<file path="src/rtl/dma_trig_pkg.sv">
`timescale 1ns/1ps
package dma_trig_pkg;
  // Register word addresses
  localparam int A_EVT  = 0;   // pending events, read
  localparam int A_EVS  = 1;   // pending set, write 1
  localparam int A_EVC  = 2;   // pending clear, write 1
  localparam int A_ENA  = 3;   // enables, read
  localparam int A_ENS  = 4;   // enable set, write 1
  localparam int A_ENC  = 5;   // enable clear, write 1
  localparam int A_MISS = 6;   // missed events, read / write 1 to clear
  localparam int A_MAP  = 8;   // queue-number map words
  localparam int A_QD   = 16;  // quick channel mapping words
  localparam int FLD_W  = 4;   // nibble per channel in map words
  localparam int QD_WORD_LSB = 16;
endpackage

</file>
<file path="src/rtl/dma_trig_src.sv">
`timescale 1ns/1ps
module dma_trig_src
  import dma_trig_pkg::*;
#(
  parameter int NCH  = 32,
  parameter int CHW  = 5,
  parameter int NQCH = 4,
  parameter int PSW  = 7,
  parameter int WW   = 3
) (
  input  logic                       clk,
  input  logic                       rst_n,
  input  logic [NCH-1:0]             ext_evt,
  input  logic                       cmpl_valid,
  input  logic                       cmpl_chain,
  input  logic [CHW-1:0]             cmpl_code,
  input  logic                       pw_valid,
  input  logic [PSW-1:0]             pw_set,
  input  logic [WW-1:0]              pw_word,
  input  logic [NQCH-1:0][PSW-1:0]   qd_set,
  input  logic [NQCH-1:0][WW-1:0]    qd_word,
  input  logic [NQCH-1:0]            qd_ena,
  output logic [NCH-1:0]             req
);
  localparam int QBASE = NCH - NQCH;

  logic [NCH-1:0]  prev_q, prev_d;
  logic [NCH-1:0]  rise;
  logic [NCH-1:0]  chain_v;
  logic [NQCH-1:0] qhit;

  // edge detector state
  always_comb prev_d = ext_evt;

  always_ff @(posedge clk or negedge rst_n) begin
    if (!rst_n) prev_q <= '0;
    else        prev_q <= prev_d;
  end

  always_comb rise = ext_evt & ~prev_q;

  // chained completion decode
  always_comb begin
    chain_v = '0;
    for (int i = 0; i < NCH; i++) begin
      if (cmpl_valid && cmpl_chain && (cmpl_code == CHW'(i))) chain_v[i] = 1'b1;
    end
  end

  // quick channel trigger-word match, gated by the channel enable
  for (genvar q = 0; q < NQCH; q++) begin : g_qd
    assign qhit[q] = pw_valid && qd_ena[q] &&
                     (pw_set == qd_set[q]) && (pw_word == qd_word[q]);
  end

  always_comb req = rise | chain_v | (NCH'(qhit) << QBASE);
endmodule

</file>
<file path="src/rtl/dma_trig_csr.sv">
`timescale 1ns/1ps
module dma_trig_csr
  import dma_trig_pkg::*;
#(
  parameter int NCH  = 32,
  parameter int DW   = 32,
  parameter int AW   = 6,
  parameter int QW   = 2,
  parameter int NQCH = 4,
  parameter int PSW  = 7,
  parameter int WW   = 3
) (
  input  logic                       clk,
  input  logic                       rst_n,
  input  logic                       wr_en,
  input  logic [AW-1:0]              addr,
  input  logic [DW-1:0]              wr_data,
  input  logic [NCH-1:0]             req,
  input  logic [NCH-1:0]             deq_mask,
  output logic [DW-1:0]              rd_data,
  output logic [NCH-1:0]             evt_q,
  output logic [NCH-1:0]             ena_q,
  output logic [NCH-1:0]             miss_q,
  output logic [NCH-1:0][QW-1:0]     qmap_q,
  output logic [NQCH-1:0][PSW-1:0]   qd_set_q,
  output logic [NQCH-1:0][WW-1:0]    qd_word_q
);
  localparam int FPW  = DW / FLD_W;   // channels per map word
  localparam int MAPW = NCH / FPW;    // map words

  logic [NCH-1:0] evs, evc, ens, enc, msc;
  logic [NCH-1:0] req_all, drop;
  logic [NCH-1:0] evt_d, ena_d, miss_d;
  logic           ena_ce;
  logic [NCH-1:0] map_we;
  logic [NCH-1:0][QW-1:0] map_d;
  logic [NQCH-1:0] qd_we;

  // write-one strobes
  always_comb begin
    evs = (wr_en && addr == AW'(A_EVS))  ? wr_data : '0;
    evc = (wr_en && addr == AW'(A_EVC))  ? wr_data : '0;
    ens = (wr_en && addr == AW'(A_ENS))  ? wr_data : '0;
    enc = (wr_en && addr == AW'(A_ENC))  ? wr_data : '0;
    msc = (wr_en && addr == AW'(A_MISS)) ? wr_data : '0;
  end

  // next state: set wins over clear and dequeue
  always_comb begin
    req_all = req | evs;
    drop    = evc | deq_mask;
    evt_d   = (evt_q & ~drop) | req_all;
    miss_d  = (miss_q & ~msc) | (req_all & evt_q & ~drop);
    ena_d   = (ena_q | ens) & ~enc;
    ena_ce  = |(ens | enc);
  end

  always_ff @(posedge clk or negedge rst_n) begin
    if (!rst_n) begin
      evt_q  <= '0;
      miss_q <= '0;
    end else begin
      evt_q  <= evt_d;
      miss_q <= miss_d;
    end
  end

  always_ff @(posedge clk or negedge rst_n) begin
    if (!rst_n)      ena_q <= '0;
    else if (ena_ce) ena_q <= ena_d;
  end

  // per-channel queue-number fields
  for (genvar c = 0; c < NCH; c++) begin : g_map
    localparam int W = c / FPW;
    localparam int F = c % FPW;
    assign map_we[c] = wr_en && (addr == AW'(A_MAP + W));
    assign map_d[c]  = wr_data[F*FLD_W +: QW];
    always_ff @(posedge clk or negedge rst_n) begin
      if (!rst_n)         qmap_q[c] <= '0;
      else if (map_we[c]) qmap_q[c] <= map_d[c];
    end
  end

  // quick channel mapping registers
  for (genvar q = 0; q < NQCH; q++) begin : g_qdreg
    assign qd_we[q] = wr_en && (addr == AW'(A_QD + q));
    always_ff @(posedge clk or negedge rst_n) begin
      if (!rst_n) begin
        qd_set_q[q]  <= '0;
        qd_word_q[q] <= '0;
      end else if (qd_we[q]) begin
        qd_set_q[q]  <= wr_data[PSW-1:0];
        qd_word_q[q] <= wr_data[QD_WORD_LSB +: WW];
      end
    end
  end

  // read mux
  always_comb begin
    rd_data = '0;
    if (addr == AW'(A_EVT))  rd_data = evt_q;
    if (addr == AW'(A_ENA))  rd_data = ena_q;
    if (addr == AW'(A_MISS)) rd_data = miss_q;
    for (int w = 0; w < MAPW; w++) begin
      if (addr == AW'(A_MAP + w)) begin
        for (int f = 0; f < FPW; f++) rd_data[f*FLD_W +: QW] = qmap_q[w*FPW + f];
      end
    end
    for (int q = 0; q < NQCH; q++) begin
      if (addr == AW'(A_QD + q)) begin
        rd_data[PSW-1:0]              = qd_set_q[q];
        rd_data[QD_WORD_LSB +: WW]    = qd_word_q[q];
      end
    end
  end
endmodule

</file>
<file path="src/rtl/dma_trig_pick.sv">
`timescale 1ns/1ps
module dma_trig_pick #(
  parameter int NCH = 32,
  parameter int CHW = 5,
  parameter int QW  = 2
) (
  input  logic [NCH-1:0]         evt,
  input  logic [NCH-1:0]         ena,
  input  logic [NCH-1:0][QW-1:0] qmap,
  input  logic                   ack,
  output logic                   valid,
  output logic [CHW-1:0]         chan,
  output logic [QW-1:0]          qnum,
  output logic [NCH-1:0]         deq_mask
);
  logic [NCH-1:0] pend;

  always_comb begin
    pend  = evt & ena;
    valid = |pend;
    chan  = '0;
    // scan downward so the lowest pending channel is the last assignment
    for (int i = NCH-1; i >= 0; i--) begin
      if (pend[i]) chan = CHW'(i);
    end
    qnum     = qmap[chan];
    deq_mask = (valid && ack) ? (NCH'(1) << chan) : '0;
  end
endmodule

</file>
<file path="src/rtl/dma_evt_trigger.sv">
`timescale 1ns/1ps
module dma_evt_trigger
  import dma_trig_pkg::*;
#(
  parameter int NCH  = 32,
  parameter int DW   = 32,
  parameter int AW   = 6,
  parameter int QW   = 2,
  parameter int NQCH = 4,
  parameter int PSW  = 7,
  parameter int WW   = 3,
  localparam int CHW = $clog2(NCH)
) (
  input  logic            clk,
  input  logic            rst_n,
  input  logic            wr_en,
  input  logic [AW-1:0]   addr,
  input  logic [DW-1:0]   wr_data,
  output logic [DW-1:0]   rd_data,
  input  logic [NCH-1:0]  ext_evt,
  input  logic            cmpl_valid,
  input  logic            cmpl_chain,
  input  logic [CHW-1:0]  cmpl_code,
  input  logic            pw_valid,
  input  logic [PSW-1:0]  pw_set,
  input  logic [WW-1:0]   pw_word,
  output logic            q_valid,
  output logic [CHW-1:0]  q_chan,
  output logic [QW-1:0]   q_num,
  input  logic            q_ack
);
  localparam int QBASE = NCH - NQCH;

  logic [NCH-1:0]           req, deq_mask, evt_q, ena_q, miss_q;
  logic [NCH-1:0][QW-1:0]   qmap_q;
  logic [NQCH-1:0][PSW-1:0] qd_set_q;
  logic [NQCH-1:0][WW-1:0]  qd_word_q;

  dma_trig_src #(.NCH(NCH), .CHW(CHW), .NQCH(NQCH), .PSW(PSW), .WW(WW)) u_src (
    .clk(clk), .rst_n(rst_n), .ext_evt(ext_evt),
    .cmpl_valid(cmpl_valid), .cmpl_chain(cmpl_chain), .cmpl_code(cmpl_code),
    .pw_valid(pw_valid), .pw_set(pw_set), .pw_word(pw_word),
    .qd_set(qd_set_q), .qd_word(qd_word_q), .qd_ena(ena_q[QBASE +: NQCH]),
    .req(req)
  );

  dma_trig_csr #(.NCH(NCH), .DW(DW), .AW(AW), .QW(QW), .NQCH(NQCH), .PSW(PSW), .WW(WW)) u_csr (
    .clk(clk), .rst_n(rst_n), .wr_en(wr_en), .addr(addr), .wr_data(wr_data),
    .req(req), .deq_mask(deq_mask), .rd_data(rd_data),
    .evt_q(evt_q), .ena_q(ena_q), .miss_q(miss_q), .qmap_q(qmap_q),
    .qd_set_q(qd_set_q), .qd_word_q(qd_word_q)
  );

  dma_trig_pick #(.NCH(NCH), .CHW(CHW), .QW(QW)) u_pick (
    .evt(evt_q), .ena(ena_q), .qmap(qmap_q), .ack(q_ack),
    .valid(q_valid), .chan(q_chan), .qnum(q_num), .deq_mask(deq_mask)
  );
endmodule

</file>
<file path="config.mk">
export PLATFORM = sky130hd
export DESIGN_NAME = dma_evt_trigger
export DESIGN_NICKNAME = d
export VERILOG_FILES = /design/src/rtl/dma_trig_pkg.sv /design/src/rtl/dma_trig_src.sv /design/src/rtl/dma_trig_csr.sv /design/src/rtl/dma_trig_pick.sv /design/src/rtl/dma_evt_trigger.sv
export SDC_FILE = /design/constraint.sdc
export NUM_CORES = 1
export LEC_CHECK = 0
export BUFFER_PORTS_ARGS = -buffer_cell sky130_fd_sc_hd__clkbuf_2
export CORE_MARGIN = 2
export CORE_UTILIZATION = 43
export DETAILED_ROUTE_END_ITERATION = 10
export SLEW_MARGIN = 20
export SYNTH_ARGS = -nofsm -noshare
export SYNTH_HDL_FRONTEND = slang
export SYNTH_SLANG_ARGS = --single-unit
</file>
<file path="constraint.sdc">
create_clock -name clk -period 6.02 [get_ports clk]
set_input_delay 0.301 -clock clk [delete_from_list [all_inputs] [get_ports clk]]
set_output_delay 0.301 -clock clk [all_outputs]
set_load 0.03 [all_outputs]
</file>
==> flow_summary.toml <==
[outcome]
status = "finished, final reports clean"

[drt]
drc = 0
ant_nets = 0
drt_iter0_markers = 1340
finalWirelength_mm = 42.7
vias = 10900
avgRoutedWirePerCell_um = 23.7
vias_per_cell = 6.04
first_pass_iters = 6

[logic_synthesis]
yosysMostFrequentCell = "dfrtp_1"
synth-seq-cells = 232
synthMuxAreaShare = 0.118
syn_area_per_cell_sq_um = 9.63
synth.net_count = 1366
synth_top_family_by_area = "compound AO/OA/AOI/OAI gates"
synthCells = 1274
synth_seq_area_share = 0.473
yosys.cell_types.count = 68
synth-adder-area-share = 0
synth.cell_area_sq_um = 12300
synth-edff-count = 0
yosys_warnings = 0
synthXorXnorAreaFrac = 0.0285
synth_largest_area_cell = "dfrtp_1"
synth_commonest_cells = "dfrtp_1 (232), nand2_1 (211), a21oi_1 (119), mux2_2 (103), clkbuf_1 (66)"
ys_async_sr_fraction = 1.00
ys_top_cells_by_area = "dfrtp_1 (47%), mux2_2 (9.4%), nand2_1 (6.5%), a21oi_1 (4.9%), a222oi_1 (2.6%)"
synth_top_flop_cell = "dfrtp_1"
synth_compound_area_frac = 0.211
yosys.area_share.simple = 0.127
synth.top_cell.area_share = 0.473

[clock_network]
path_clk_slew_ns = 0.06
clock_latency_ns = 0.54
ctsHtreeMaxLevel = 1
cts.sinks = 232
post_cts_buffers = 0
hold_buffers = 33
clockBufferDepth = 3
cts-root-buf = "clkbuf_16"
cts_tree = "yes"
cts.repair.resized = 0
numCtsBuffers = 27

[pwr]
p_leak_nw = 6.53
ir_worst_vdd_v = 0.000195
p_per_area_nw_per_um2 = 356

[sta]
worst_pin_slew_ns = 1.15
finalCritPeriodShare = 0.733
rsz0062_at_grt = "no"
fin_crit_ns = 4.41
setup_tns_ns = 0
max_freq_ghz = 0.227
clock_skew_ns = 0.00989
hold_violations = 0
slew-limit-headroom = 0.232
drv_slew = 0
setup_viol = 0

[floorplan]
dieHeight_um = 173
pin_count = 132
die_area_sq_um = 29900
rows = 61
fp.coreArea_sq_um = 27900
die_x_um = 173
initial_core_util = 0.439

[grt]
grt.total_usage = 0.280
grt_pass1_wl_mm = 64.9
grt_antenna_before_repair = 0
grt_pass1_vias = 10500
grt-ovfl-total = 0
grt_max_degree = 109

[worst_setup_path]
r2r-start = "u_csr.ena_q[29]"
start_kind = "register"
r2r_setup_slack_ns = 2.79
crit_arrival_ns = 4.11
critPathKind = "register to output pin"
critical_path_required_ns = 5.72
worst_setup_path_end_kind = "output pin"
path_max_fanout = 12
regToRegEndpoint = "u_csr.miss_q[18]"
ff2ff_path_depth = 8

[worst_hold_path]
hp-start = "wr_data[11]"
min_to = "u_csr.ena_q[11]"
min_path_type = "input pin to register"
min_path_cells = 2

[place]
place_inst = 1717
post_dp_cell_area_sq_um = 13200
port_buffers = 131
dp_hpwl_mm = 30.4
gp_congestion = 0.906

[final_layout]
final_util = 0.520
insertedDiodeCount = 0
finalNetCount = 1493
syn_to_final_growth_pct = 18.4
instances_no_fill = 1797
drive_above_1_share = 0.221
postLayoutCellArea_sq_um = 14500

[job]
cap_viol_max_count = 0
-- power by group --
part	total (mW)	internal, mW	switching, mW	leakage (nW)
Combinational	1.43	0.510	0.918	3.31
Clock	1.79	1.13	0.666	0.483
Sequential	1.95	1.74	0.206	2.74
Total	5.17	3.38	1.79	6.53
-- worst max-delay path by stage --
stage | end | from | slack (ns) | cells after the start
after floorplan | rd_data[12] | addr[0] | 3.03 | 10
after global routing | q_num[1] | u_csr.ena_q[29] | 1.49 | 10
after global placement | rd_data[16] | addr[1] | 2.04 | 12
final | q_num[1] | u_csr.ena_q[29] | 1.61 | 10
after detailed placement | rd_data[17] | addr[1] | 1.94 | 12
after CTS | q_num[1] | u_csr.ena_q[29] | 1.62 | 10
-- stage by stage --
stage / hold slack, ns / power (mW) / setup slack, ns
CTS: 0.0173 / 5.16 / 1.62
finish: 0.0294 / 5.17 / 1.61
global placement: 0.418 / 3.34 / 2.04
floorplan: 0.00541 / 2.85 / 3.03
detailed placement: 0.427 / 3.35 / 1.94
global route: 0.0376 / 5.38 / 1.49
-- registers in the layout (all words and copies together), names as in the netlist --
name	count
u_csr.qmap_q	64
u_csr.ena_q	32
u_csr.evt_q	32
u_csr.miss_q	32
u_src.prev_q	32
u_csr.qd_set_q	28
u_csr.qd_word_q	12
-- logic make-up after synthesis --
| logic type | after synthesis |
|---|---|
| xor gates and xnor gates | 40 |
| AOI/OAI and AO/OA | 383 |
| muxes | 131 |
| buffers and inverters | 132 |
| DFF | 232 |
| and+or+nand+nor | 356 |
-- placed cells by master, fill, tap and decap left out, types with 19 or more instances in the layout --
cell type	instances
mux2_2	103
a21oi_1	119
nand2_1	211
dfrtp_1	232
dlygate4sd3_1	33
xor2_1	20
a22oi_1	26
clkbuf_2	130
a222oi_1	32
o22ai_1	19
mux2i_1	25
o211ai_1	28
clkbuf_16	27
o21ai_0	44
nor2_1	46
o21ai_1	28
inv_1	52
xnor2_1	20
-- worst max-delay path: stages, from the launching register on --
cell and delay [ns]:
dfrtp_1 0.50, a22o_1 0.28, a31oi_2 0.15, o2111ai_2 0.19, a211oi_4 0.48, or2_1 0.60
mux2_1 0.38, o21ai_0 0.15, a211oi_1 0.07, or4_1 0.56, clkbuf_2 0.21
-- area by class of cell --
class,count,area [sq um]
Tap cell,378,473
Multi-Input combinational cell,910,5990
Timing Repair Buffer,176,1090
Clock buffer,37,793
Inverter,54,203
Clock inverter,10,179
Sequential cell,232,5810
Fill cell,2581,13400
-- metal layers --
metal	global-route usage	wire length (um)	vias to the layer above
li1	-	-	4932
met1	0.406	19100	5330
met2	0.422	18700	517
met3	0.0473	3380	73
met4	0.101	1520	0
met5	0	0	-
Note: power is estimated with default switching activity, not from simulation.
